<file path="src/rtl/npc_pkg.sv">
package npc_pkg;

    localparam logic [1:0] OP_BRANCH   = 2'b00;
    localparam logic [1:0] OP_CALL     = 2'b01;
    localparam logic [2:0] OP2_BCOND   = 3'b010;
    localparam int         BR_DISP_W   = 22;
    localparam int         CALL_DISP_W = 30;
    localparam int         INSTR_W     = 32;

    typedef enum logic [3:0] {
        C_NEVER  = 4'h0, C_EQ  = 4'h1, C_LE  = 4'h2, C_LT  = 4'h3,
        C_LEU    = 4'h4, C_CS  = 4'h5, C_NEG = 4'h6, C_VS  = 4'h7,
        C_ALWAYS = 4'h8, C_NE  = 4'h9, C_GT  = 4'hA, C_GE  = 4'hB,
        C_GTU    = 4'hC, C_CC  = 4'hD, C_POS = 4'hE, C_VC  = 4'hF
    } cond_e;

    typedef struct packed {
        logic n;
        logic z;
        logic v;
        logic c;
    } icc_t;

    typedef enum logic [1:0] {
        K_OTHER  = 2'd0,
        K_BRANCH = 2'd1,
        K_CALL   = 2'd2
    } kind_e;

    typedef enum logic {
        ST_EMPTY = 1'b0,
        ST_HOLD  = 1'b1
    } st_e;

endpackage

</file>
<file path="src/rtl/npc_decode.sv">
module npc_decode
    import npc_pkg::*;
(
    input  logic [INSTR_W-1:0]     instr,
    output kind_e                  kind,
    output logic                   squash_bit,
    output cond_e                  cond,
    output logic [BR_DISP_W-1:0]   disp_br,
    output logic [CALL_DISP_W-1:0] disp_call
);
    logic [1:0] op;
    logic [2:0] op2;

    always_comb begin
        op         = instr[31:30];
        op2        = instr[24:22];
        squash_bit = instr[29];
        cond       = cond_e'(instr[28:25]);
        disp_br    = instr[BR_DISP_W-1:0];
        disp_call  = instr[CALL_DISP_W-1:0];
        if (op == OP_CALL)
            kind = K_CALL;
        else if (op == OP_BRANCH && op2 == OP2_BCOND)
            kind = K_BRANCH;
        else
            kind = K_OTHER;
    end
endmodule

</file>
<file path="src/rtl/npc_cond.sv">
module npc_cond
    import npc_pkg::*;
(
    input  cond_e cond,
    input  icc_t  icc,
    output logic  take
);
    logic sgn_lt;
    logic uns_le;

    always_comb begin
        sgn_lt = icc.n ^ icc.v;
        uns_le = icc.c | icc.z;
        unique case (cond)
            C_NEVER:  take = 1'b0;
            C_EQ:     take = icc.z;
            C_LE:     take = icc.z | sgn_lt;
            C_LT:     take = sgn_lt;
            C_LEU:    take = uns_le;
            C_CS:     take = icc.c;
            C_NEG:    take = icc.n;
            C_VS:     take = icc.v;
            C_ALWAYS: take = 1'b1;
            C_NE:     take = ~icc.z;
            C_GT:     take = ~(icc.z | sgn_lt);
            C_GE:     take = ~sgn_lt;
            C_GTU:    take = ~uns_le;
            C_CC:     take = ~icc.c;
            C_POS:    take = ~icc.n;
            C_VC:     take = ~icc.v;
            default:  take = 1'b0;
        endcase
    end
endmodule

</file>
<file path="src/rtl/npc_target.sv">
module npc_target #(
    parameter int PC_W   = 32,
    parameter int DISP_W = 22
) (
    input  logic [PC_W-1:0]   pc,
    input  logic [DISP_W-1:0] disp,
    output logic [PC_W-1:0]   target
);
    localparam int EXT_W = PC_W - DISP_W;

    logic [PC_W-1:0] ext;

    generate
        if (EXT_W > 0) begin : g_extend
            assign ext = {{EXT_W{disp[DISP_W-1]}}, disp};
        end else begin : g_trunc
            assign ext = disp[PC_W-1:0];
        end
    endgenerate

    assign target = pc + (ext << 2);
endmodule

</file>
<file path="src/rtl/npc_unit.sv">
module npc_unit
    import npc_pkg::*;
#(
    parameter int PC_W = 32
) (
    input  logic               clk,
    input  logic               rst_n,
    input  logic               in_valid,
    input  logic [PC_W-1:0]    in_pc,
    input  logic [INSTR_W-1:0] in_instr,
    input  logic [3:0]         in_icc,
    output logic [PC_W-1:0]    out_npc,
    output logic               out_taken,
    output logic               out_annul
);
    localparam logic [PC_W-1:0] STEP = PC_W'(4);

    kind_e                  kind;
    logic                   squash_bit;
    cond_e                  cond;
    logic [BR_DISP_W-1:0]   disp_br;
    logic [CALL_DISP_W-1:0] disp_call;
    logic                   take;
    logic [PC_W-1:0]        br_tgt;
    logic [PC_W-1:0]        call_tgt;
    logic [PC_W-1:0]        seq_pc;

    logic [PC_W-1:0]        npc_d;
    logic                   taken_d;
    logic                   annul_d;

    st_e                    st_q;
    st_e                    st_d;

    npc_decode u_decode (
        .instr      (in_instr),
        .kind       (kind),
        .squash_bit (squash_bit),
        .cond       (cond),
        .disp_br    (disp_br),
        .disp_call  (disp_call)
    );

    npc_cond u_cond (
        .cond (cond),
        .icc  (icc_t'(in_icc)),
        .take (take)
    );

    npc_target #(.PC_W(PC_W), .DISP_W(BR_DISP_W)) u_br_tgt (
        .pc     (in_pc),
        .disp   (disp_br),
        .target (br_tgt)
    );

    npc_target #(.PC_W(PC_W), .DISP_W(CALL_DISP_W)) u_call_tgt (
        .pc     (in_pc),
        .disp   (disp_call),
        .target (call_tgt)
    );

    assign seq_pc = in_pc + STEP;

    always_comb begin
        unique case (kind)
            K_BRANCH: begin
                taken_d = take;
                npc_d   = take ? br_tgt : seq_pc;
                annul_d = squash_bit & (~take | (cond == C_ALWAYS));
            end
            K_CALL: begin
                taken_d = 1'b1;
                npc_d   = call_tgt;
                annul_d = 1'b0;
            end
            default: begin
                taken_d = 1'b0;
                npc_d   = seq_pc;
                annul_d = 1'b0;
            end
        endcase
    end

    // Controller: ST_EMPTY --first_load--> ST_HOLD, then ST_HOLD stays.
    always_comb begin
        unique case (st_q)
            ST_EMPTY: st_d = in_valid ? ST_HOLD : ST_EMPTY;
            ST_HOLD:  st_d = ST_HOLD;
            default:  st_d = ST_EMPTY;
        endcase
    end

    always_ff @(posedge clk) begin
        if (!rst_n) st_q <= ST_EMPTY;
        else        st_q <= st_d;
    end

    always_ff @(posedge clk) begin
        if (!rst_n) begin
            out_npc   <= '0;
            out_taken <= 1'b0;
            out_annul <= 1'b0;
        end else if (in_valid) begin
            out_npc   <= npc_d;
            out_taken <= taken_d;
            out_annul <= annul_d;
        end
    end

    p_empty_zero_r1: assert property (@(posedge clk) disable iff (!rst_n)
        st_q == ST_EMPTY |-> (out_npc == '0 && !out_taken && !out_annul));

    p_hold_r11: assert property (@(posedge clk) disable iff (!rst_n)
        !in_valid |=> ($stable(out_npc) && $stable(out_taken) && $stable(out_annul)));

    p_call_taken_r8: assert property (@(posedge clk) disable iff (!rst_n)
        in_valid && in_instr[31:30] == 2'b01 |=> (out_taken && !out_annul));

    p_other_seq_r9: assert property (@(posedge clk) disable iff (!rst_n)
        in_valid && (in_instr[31:30] == 2'b10 || in_instr[31:30] == 2'b11)
        |=> (!out_taken && !out_annul && out_npc == $past(in_pc) + STEP));

    p_always_r7: assert property (@(posedge clk) disable iff (!rst_n)
        in_valid && in_instr[31:30] == 2'b00 && in_instr[24:22] == 3'b010
        && in_instr[28:25] == 4'b1000 |=> out_taken);

    p_annul_r10: assert property (@(posedge clk) disable iff (!rst_n)
        in_valid && in_instr[31:30] == 2'b00 && in_instr[24:22] == 3'b010
        && !in_instr[29] |=> !out_annul);

    p_fallthru_r4: assert property (@(posedge clk) disable iff (!rst_n)
        in_valid && in_instr[31:30] == 2'b00 && in_instr[24:22] == 3'b010
        && in_instr[28:25] == 4'b0000 |=> (!out_taken && out_npc == $past(in_pc) + STEP));
endmodule

</file>
<file path="config.mk">
export PLATFORM = sky130hd
export DESIGN_NAME = npc_unit
export DESIGN_NICKNAME = d
export VERILOG_FILES = /design/src/rtl/npc_pkg.sv /design/src/rtl/npc_decode.sv /design/src/rtl/npc_cond.sv /design/src/rtl/npc_target.sv /design/src/rtl/npc_unit.sv
export SDC_FILE = /design/constraint.sdc
export NUM_CORES = 1
export LEC_CHECK = 0
export CAP_MARGIN = 20
export CORE_UTILIZATION = 51
export CTS_CLUSTER_DIAMETER = 60
export DETAILED_ROUTE_END_ITERATION = 7
export GPL_TIMING_DRIVEN = 0
export PLACE_DENSITY = 0.87
export SYNTH_ARGS = -nofsm -noshare
export SYNTH_HDL_FRONTEND = slang
export SYNTH_SLANG_ARGS = --single-unit
</file>
<file path="constraint.sdc">
create_clock -name clk -period 4.2 [get_ports clk]
set_input_delay 1.26 -clock clk [delete_from_list [all_inputs] [get_ports clk]]
set_output_delay 1.26 -clock clk [all_outputs]
set_load 0.01 [all_outputs]
</file>
==> results of run 1 <==
[worst max-delay path: cells and delay by family]
| kind | cells | cell delay [ns] |
|---|---|---|
| adder cells (fa/ha/maj) | 2 | 0.77 |
| AND/OR/NAND/NOR | 3 | 0.32 |
| buffers and inverters | 1 | 0.48 |
| AO/OA/AOI/OAI | 6 | 1.39 |
[synth_stat cells (all sizes together), types with 2 or more instances]
cell type / count
ha: 37
a211o: 6
inv: 15
buf: 9
o2111a: 2
nand2: 58
a221oi: 3
nor2: 65
nand3b: 2
clkbuf: 13
mux2i: 9
o21ai: 47
o21a: 5
a22oi: 2
nand3: 24
or3: 6
a31o: 2
nand4: 7
and3: 18
nand2b: 6
a211oi: 11
a311oi: 11
xor2: 23
nor2b: 8
and2: 3
o211ai: 7
nor3: 15
xnor2: 29
dfxtp: 34
a21o: 14
a21oi: 51
o21bai: 2
o221a: 2
a31oi: 7
[kinds of logic (layout without fill, tap and decap cells)]
logic type,count (synthesis),in the layout
AO/OA/AOI/OAI,181,181
XOR/XNOR,52,52
adder cells (fa/ha/maj),38,38
buffers and inverters,38,150
flip-flops,34,34
multiplexers,9,9
AND/OR/NAND/NOR,217,217
[flip-flops by register name, summed over array words and instances (netlist names)]
signal	flops
out_npc	32
out_annul	1
out_taken	1
[cell type report]
type	instances	area (sq um)	area share
Multi-Input combinational cell	497	3340	0.609
Clock inverter	3	68.8	0.0125
Buffer	22	100	0.0182
Inverter	16	60.1	0.0109
Tap cell	102	128	0.0232
Clock buffer	5	68.8	0.0125
Timing Repair Buffer	104	1040	0.190
Sequential cell	34	681	0.124
[how the worst max path moves through the flow]
stage / from / end / cells past startpoint
6_report: in_pc[2] / out_npc[20] / 12
5_1_grt: in_pc[2] / out_npc[20] / 12
4_1_cts: in_pc[2] / out_npc[20] / 12
3_5_place_dp: in_pc[2] / out_npc[20] / 12
3_3_place_gp: in_pc[2] / out_npc[26] / 12
2_1_floorplan: in_pc[2] / out_npc[20] / 11
[layer usage]
metal  wire, um  up-vias  share of wire  global-route usage
li1           -     2309              -                   -
met1       6020     2272           0.42               0.401
met4        567        0          0.040               0.161
met5          0        -              0                   0
met2       6750      214           0.47               0.587
met3        966       44          0.068              0.0394
[metrics by stage]
stage               total power, W  area, sq um  setup WS [ns]   util  hold slack [ns]
detailed placement        0.000971         5340         -0.198  0.684            0.466
floorplan                 0.000737         4170          0.596      -            0.486
finish                     0.00136         5490          0.152  0.703            0.474
global placement          0.000960         5340         -0.125  0.684            0.455
global route               0.00143         5490         0.0511  0.703            0.508
CTS                        0.00135         5480          0.110  0.701            0.478
[power by group]
group          switching (W)  internal (W)  leakage, nW
clock               0.000144      0.000238       0.0683
combinational       0.000333      0.000284         1.85
sequential         0.0000159      0.000348        0.282
total               0.000493      0.000870         2.20
[what timing repair did]
action	4_1_cts	5_1_grt
resized for setup	0	2
buffers inserted	0	0
setup endpoints to repair	0	3
hold buffers	0	0
==> results.md, run 1 <==
- Required @ worst endpoint: approximately 4.4 ns
- Worst Setup End Kind: flop
- Leading area contributor after synthesis: dfxtp_1
- Vias per inst: 6.18
- CTS tree: done
- Simple-gate share of the synthesized area: 0.249
- RR Endpoint: out_npc[30]
- Layout cells sized above 1: 0.0602
- Most frequent cells in the layout: clkdlybuf4s50_1, nor2_1, nand2_1, a21oi_1, o21ai_0
- Static leakage: between 2 and 2.5 nW
- Die width: 92.4 um
- Tmin final: 4.05 ns
- Final setup TNS: 0 ns
- WL/cell: 18.3 um
- Compound-Gate Fraction of Synth Area: 0.301
- Nets@finish: 789
- # setup viols final: 0
- CP max FO: 4
- DR vias: 4839
- Unrepaired setup endpoints after global routing: false
- Initial antenna violation count: 0
- Unique masters post-synth: 66
- GRT Residual Overflow: 0
- Die area: 8540 sq um
- Num CTS Buffers: 5
- R2R depth: 4
- Worst Skew: 0 ns
- Total number of yosys warnings: 0
- Port bufs: 104
- Worst-Margin Slew: 0.680 ns
- Synthesized instance count: 569
- WHS Path Cells: 2
- Post-synth EDFFs: 0
- DR pass1 iterations: 5
- Core Box Area: 7810 sq um
- Min-Delay Endpoint: out_npc[9]
- Total track usage: 0.334
- MaxCap Viol Count: 0
- Largest net degree at the start of global routing: 13
- Status: finished clean
- Share of the synthesized area in the top cell type: 0.163
- Clock-pin slew on the worst setup and hold paths: roughly 0.080 ns
- Slew HR: 0.546
- Layout filler cell count: 682
- HP Start: out_npc[9]
- CP Cell Sequence: clkdlybuf4s50_1, ha_1, fa_1, a211o_1, a21oi_4, o21ai_4, nand3_2, nand3_1, a21o_1, a211o_1, a311oi_1, nor3_1
- Io pins: 105
- HPWL Detailed: approximately 11 mm
- Avg Cell Area, Syn: approximately 7.3 sq um
- Post-Synth Adder-Cell Area: 0.116
- Slowest cell on the critical path: clkdlybuf4s50_1
- Max clock buf depth: 2
- Final worst path period share: 0.964
- R2R Setup Slk: 3.18 ns
- Async S/R FF share, synth: 0
- Routed WL: 14.3 mm
- Critical R2R Launch: out_npc[30]
- FP Rows: 32
- Hold WC Path Type: reg -> reg
- Layout area overhead: 31.7%
- Setup crit start kind: input pin
- Placed Cells: 775
- Final Non-Filler Cells: between 700 and 800
- Crit path largest cell delay: 0.48 ns
- Post-synth top flop: dfxtp_1
- Seq cells post-synth: 34
- Post-synthesis mux area share: 0.0216
- Initial Util: 0.534
- Routed Antenna Nets: 0
- Commonest non-fill, non-tap cell in the layout: clkdlybuf4s50_1
- Clk_lat worst skew: just under 0.3 ns
- DRC Markers: 0
- Worst Path Arrival: 4.21 ns
- Post-synthesis instance area: 4170 sq um
- Routability cong.: 0.916
- Post-synthesis sequential area ratio: 0.163
- Root Driver: clkbuf_8
- Fin. max-slew vios: 0
- Max Freq: around 250 MHz
- First-pass GRT wire length: approximately 23 mm
- Pwr dens: 248 nW/um^2
- Syn Nets: 678
- Setup CP Type: in -> reg
- Ant diodes: 0
- Crit path top cell by count: a211o_1
- Fin. Hold Viols: 0
- DRT iter0 DRCs: about 340
- Largest family of logic cells by synthesized area: compound AO/OA/AOI/OAI gates
- Synth top area cells: dfxtp_1, ha_1, xnor2_1, nor2_1, a21oi_1
- H-Tree Depth: 2
- Vias in the first global route: 4828
- Worst vdd ir: ~0.14 mV
- Die Y: 92.4 um
- CTS sink cnt: 34
- Synth Area in XOR/XNOR: 0.111
Power figures use the tool's default switching activity.
==> run 2, diff against run 1 <==
--- a/config.mk
+++ b/config.mk
@@ -6,11 +6,12 @@
 export NUM_CORES = 1
 export LEC_CHECK = 0
 export CAP_MARGIN = 20
-export CORE_UTILIZATION = 51
+export CORE_UTILIZATION = 46
 export CTS_CLUSTER_DIAMETER = 60
 export DETAILED_ROUTE_END_ITERATION = 7
 export GPL_TIMING_DRIVEN = 0
-export PLACE_DENSITY = 0.87
+export HOLD_SLACK_MARGIN = 0.08
+export PLACE_DENSITY = 0.83
 export SYNTH_ARGS = -nofsm -noshare
 export SYNTH_HDL_FRONTEND = slang
 export SYNTH_SLANG_ARGS = --single-unit
==> constraint.sdc (replaced) <==
create_clock -name clk -period 3.45 [get_ports clk]
set_input_delay 1.035 -clock clk [delete_from_list [all_inputs] [get_ports clk]]
set_output_delay 1.035 -clock clk [all_outputs]
set_load 0.01 [all_outputs]
==> run 2 against run 1 <==
Effect of this change:
- via count increased by 2.6%
- wire length rose by 2.6%
- critical path depth decreased by 1
- worst hold slack got worse by 0.0098 ns
- power increased by 17%
- clock power shrank 14%
- die area is 11% higher
- register-to-register slack lost 0.72 ns
==> results.md, run 2 (synthesis results as in run 1) <==
- Regs by FF count: out_npc: 32 flops, out_annul: 1 flops, out_taken: 1 flops
- Crit path top cell by count: nor2_1
- Hold Buf Count CTS: 0
- Tmin final: ~3.4 ns
- Crit path largest cell delay: 0.55 ns
- CTS tree: done
- Layout area overhead: 39.0%
- Status: finished clean
- CP max FO: 6
- First-pass GRT wire length: 23.4 mm
- DRT iter0 DRCs: 272
- Max clock buf depth: 2
- Initial Util: 0.476
- Slowest cell on the critical path: clkdlybuf4s50_1
- H-Tree Depth: 2
- MaxCap Viol Count: 0
- Comb power frac: 0.517
- Num CTS Buffers: 5
- Worst-Margin Slew: between 0.6 and 0.7 ns
- Nets@finish: roughly 800
- HPWL Detailed: approximately 11 mm
- Vias in the first global route: roughly 4.9k
- Psw: 0.000626 W
- Crit path buf inv count: 1
- Largest net degree at the start of global routing: 12
- Routed Antenna Nets: 0
- Number of flip-flops in the largest register: 32
- Worst Path Arrival: 3.57 ns
- Placed Cells: 781
- FP Rows: 34
- # setup viols final: 0
- DR vias: between 4k and 5k
- Root Driver: clkbuf_8
- Initial antenna violation count: 0
- Fin. max-slew vios: 0
- CTS sink cnt: 34
- Clock-pin slew on the worst setup and hold paths: 0.08 ns
- Fin. Hold Viols: 0
- DRC Markers: 0
- Reg with most FFs: out_npc
- Port bufs: 104
- Area after DPL: 5350 sq um
- Routed WL: 14.7 mm
- Final Util: 0.661
- Hold WC Path Type: reg -> reg
- Die area: between 9000 and 10000 sq um
- Commonest non-fill, non-tap cell in the layout: clkdlybuf4s50_1
- Die width: between 90 and 100 um
- Required @ worst endpoint: 3.64 ns
- Layout cells sized above 1: 0.127
- Reg power frac: 0.277
- Vias per inst: 6.21
- Io pins: 105
- Core Box Area: about 8800 sq um
- Static leakage: 2.36 nW
- Ant diodes: 0
- Slew HR: 0.554
- Layout filler cell count: between 700 and 800
- Setup crit start kind: input pin
- GRT Residual Overflow: 0
- Switching share of total power: 0.392
- Final Non-Filler Cells: around 800
- Unrepaired setup endpoints after global routing: true
- Worst vdd ir: about 0.16 mV
- Routability cong.: 0.947
- Clk_lat worst skew: a little under 0.3 ns
- Fin area: 5800 sq um
- Final worst path period share: 0.981
- Cell family with most CP delay: compound AO/OA/AOI/OAI gates
- Worst Setup End Kind: flop
- Total track usage: 0.303
- CP Cell Sequence: clkdlybuf4s50_1, ha_2, nand2_1, nor2_1, a211oi_2, a21oi_2, a211o_4, a311oi_4, xnor2_2, a221oi_2, nor2_1
- Most frequent cells in the layout: clkdlybuf4s50_1, nor2_1, nand2_1, a21oi_1
- Clock power frac: 0.206
- DR pass1 iterations: 5
- Max Freq: 296 MHz
- Setup CP Type: in -> reg
- Worst Skew: 0 ns
- Pwr dens: 276 nW/um^2
- Pint: 0.000972 W
- Die Y: 97.2 um
- WL/cell: roughly 18 um
run 2: changes by cell type in the layout (fill, tap and decap cells not counted), sizes merged, moves of 2 or more:
cell           previous run  this run
buf                       9        19
bufinv                    2         0
clkbuf                   18        20
clkdlybuf4s50           104        81
dlygate4sd2               0        11
dlymetal6s2s              0        11
run 2: final cells by class:
class,instances,area [sq um],share of cell area
buffer,22,100,0.0173
clock buffer,6,82.6,0.0142
clock inverter,2,12.5,0.00216
inverter,16,60.1,0.0104
multi-input combinational,497,3600,0.621
sequential,34,681,0.117
tap,108,135,0.0233
timing repair buffer,114,1120,0.194
run 2: worst paths after layout:
check	start	endpoint	slack, ns	depth (start not counted)
max	in_pc[20]	out_npc[27]	0.07	11
min	out_npc[22]	out_npc[22]	0.46	2
max reg2reg	out_npc[26]	out_npc[26]	2.46	4
min reg2reg	out_npc[22]	out_npc[22]	0.46	2
run 2: repair_timing:
action	CTS	global route
setup buffers	7	3
setup endpoints to repair	14	20
gates resized for setup	31	41
pin swaps	12	16
run 2: per-layer routing:
metal	wire length, um	vias up	global-route usage	part of all wire
met5	0	-	0	0
met4	603	0	0.168	0.041
met3	990	49	0.0230	0.067
met2	7140	263	0.531	0.49
met1	5940	2322	0.365	0.41
li1	-	2330	-	-
run 2: worst reg2reg max path, stage by stage, from the launching register on:
cell and delay, ns:
dfxtp_1 0.32, o21ai_0 0.27, nor3_1 0.08, mux2i_1 0.13, o21ai_1 0.07
run 2: power groups by stage:
| stage | Combinational (W) | Sequential [W] | Clock (W) |
|---|---|---|---|
| final | 0.000826 | 0.000443 | 0.000329 |
| after global routing | 0.000892 | 0.000446 | 0.000342 |
| after CTS | 0.000772 | 0.000443 | 0.000325 |
| after detailed placement | 0.000732 | 0.000451 | 0 |
| after global placement | 0.000715 | 0.000451 | 0 |
| after floorplan | 0.000437 | 0.000461 | 0 |
run 2: per-stage QoR:
step	setup slack [ns]	hold WS (ns)	total power (W)	setup TNS (ns)
2_1_floorplan	0.0706	0.486	0.000898	0
3_3_place_gp	-0.652	0.456	0.00117	-7.36
3_5_place_dp	-0.750	0.459	0.00118	-8.95
4_1_cts	0.00557	0.467	0.00154	0
5_1_grt	-0.0460	0.503	0.00168	-0.0541
6_report	0.0670	0.464	0.00160	0
==> run 3, diff against run 2 <==
--- a/config.mk
+++ b/config.mk
@@ -6,6 +6,7 @@
 export NUM_CORES = 1
 export LEC_CHECK = 0
 export CAP_MARGIN = 20
+export CORE_MARGIN = 4
 export CORE_UTILIZATION = 46
 export CTS_CLUSTER_DIAMETER = 60
 export DETAILED_ROUTE_END_ITERATION = 7
==> run 3 against run 2 <==
Effect of this change:
- count of clock-buffer cells in the layout is the same
- first-iteration DRC count grew 0.74%
- critical path type unchanged
- register-to-register slack is essentially flat
- power is essentially flat
- sequential share of layout area shrank 0.14 points
==> results.md, run 3 (synthesis results as in run 1) <==
- Smallest hold slack: 0.463 ns
- Hold WC Path Type: reg -> reg
- DR vias: 4831
- Area after DPL: 5350 sq um
- Worst Setup End Kind: flop
- Fin area: 5870 sq um
- Die width: 103 um
- Clk_lat worst skew: ~0.29 ns
- Total track usage: 0.264
- Status: finished clean
- Layout area overhead: 40.7%
- Worst Setup SP: in_instr[21]
- Crit path to: out_npc[28]
- Die Y: 103 um
- Pwr dens: roughly 270 nW/um^2
- Number of flip-flops in the largest register: 32
- DR pass1 iterations: 5
- Slew HR: 0.583
- Ant diodes: 0
- Io pins: 105
- Num CTS Buffers: 5
- R2R Setup Slk: between 2 and 2.5 ns
- MaxCap Viol Count: 0
- Initial Util: 0.476
- Max Freq: 298 MHz
- H-Tree Depth: 2
- Fin. Hold Viols: 0
- DRT iter0 DRCs: between 200 and 300
- WL/cell: 17.9 um
- HPWL Detailed: 10.9 mm
- Static leakage: 2.40 nW
- # setup viols final: 0
- Regs by FF count: out_npc: 32 flops, out_annul: 1 flops, out_taken: 1 flops
- Tmin final: 3.36 ns
- Setup CP Type: in -> reg
- Hold Buf Count CTS: 0
- First-pass GRT wire length: around 23 mm
- Vias in the first global route: 4752
- Port bufs: 104
- Core Box Area: 8760 sq um
- Commonest non-fill, non-tap cell in the layout: clkdlybuf4s50_1
- Critical R2R Launch: out_npc[26]
- CTS tree: done
- Crit path largest cell delay: 0.49 ns
- Setup crit start kind: input pin
- Fin. max-slew vios: 0
- Worst-Margin Slew: 0.626 ns
- Slowest cell on the critical path: dlygate4sd2_1
- Largest net degree at the start of global routing: 12
- CTS sink cnt: 34
- FP Rows: 34
- Root Driver: clkbuf_8
- Vias per inst: 6.03
- Final Util: 0.669
- GRT Residual Overflow: 0
- R2R depth: 4
- Die area: 10700 sq um
- Unrepaired setup endpoints after global routing: true
- Final worst path period share: 0.974
- DRC Markers: 0
- Nets@finish: 801
- Most frequent cells in the layout: clkdlybuf4s50_1, nor2_1, nand2_1, a21oi_1
- Clock-pin slew on the worst setup and hold paths: 0.07 ns
- Layout cells sized above 1: 0.130
- Routed Antenna Nets: 0
- CP Cell Sequence: dlygate4sd2_1, ha_1, clkbuf_4, a21oi_2, o21ai_1, a21o_1, a21oi_1, nor2_1, a211oi_2, and3_1, o31ai_2, o221a_1
- Initial antenna violation count: 0
- Worst vdd ir: roughly 0.13 mV
- Reg with most FFs: out_npc
- Routability cong.: ~0.94
- Worst Path Arrival: 3.55 ns
- Worst Skew: 0 ns
- RR Endpoint: out_npc[26]
- Required @ worst endpoint: 3.64 ns
- Routed WL: 14.3 mm
- Final setup TNS: 0 ns
- CP max FO: 10
- Max clock buf depth: 2
run 3: cell types whose count changed in the layout (fill, tap and decap cells not counted), sizes merged:
cell	delta
dlygate4sd2	-3
dlymetal6s2s	+3
clkbuf	+2
run 3: area by class of cell:
type	count	area, sq um
tap	108	135
buffer	22	105
multi-input combinational	497	3640
fill	760	2900
timing repair buffer	116	1150
clock inverter	2	12.5
sequential	34	681
clock buffer	6	82.6
inverter	16	60.1
run 3: what timing repair did:
| action | CTS | global route |
|---|---|---|
| pin swaps | 14 | 14 |
| resized for setup | 30 | 47 |
| setup buffers | 8 | 4 |
| cloned | 0 | 0 |
| setup endpoints to repair | 13 | 19 |
run 3: worst min path at each step:
stage	startpoint	end	slack, ns	cells past startpoint
after global routing	out_npc[22]	out_npc[22]	0.49	2
after CTS	out_npc[22]	out_npc[22]	0.46	2
after global placement	out_npc[22]	out_npc[22]	0.45	2
after floorplan	out_npc[22]	out_npc[22]	0.49	2
after detailed placement	out_npc[22]	out_npc[22]	0.46	2
final	out_npc[22]	out_npc[22]	0.46	2
run 3: critical path, delay by kind of cell:
kind / cells / cell delay, ns
simple gates: 2 / 0.30
buf+inv: 2 / 0.70
fa+ha+maj: 1 / 0.32
compound gates: 7 / 1.19
run 3: metal layers:
layer  part of all wire  wire (um)  global-route usage
met5                  0          0                   0
met4              0.027        388              0.0906
met3              0.071       1030              0.0342
met2               0.48       6890               0.455
met1               0.42       6040               0.341
run 3: stage by stage:
step / instances / setup slack [ns] / power (W)
4_1_cts: 797 / 0.00205 / 0.00154
3_3_place_gp: 781 / -0.687 / 0.00117
2_1_floorplan: 569 / 0.0706 / 0.000898
3_5_place_dp: 781 / -0.706 / 0.00118
5_1_grt: 801 / -0.0274 / 0.00169
6_report: 801 / 0.0905 / 0.00160
run 3: power breakdown:
part           leakage [nW]  total (W)  internal [W]  switching, W
Clock                0.0472   0.000324      0.000161      0.000164
Sequential            0.282   0.000445      0.000423     0.0000213
Combinational          2.07   0.000829      0.000394      0.000434
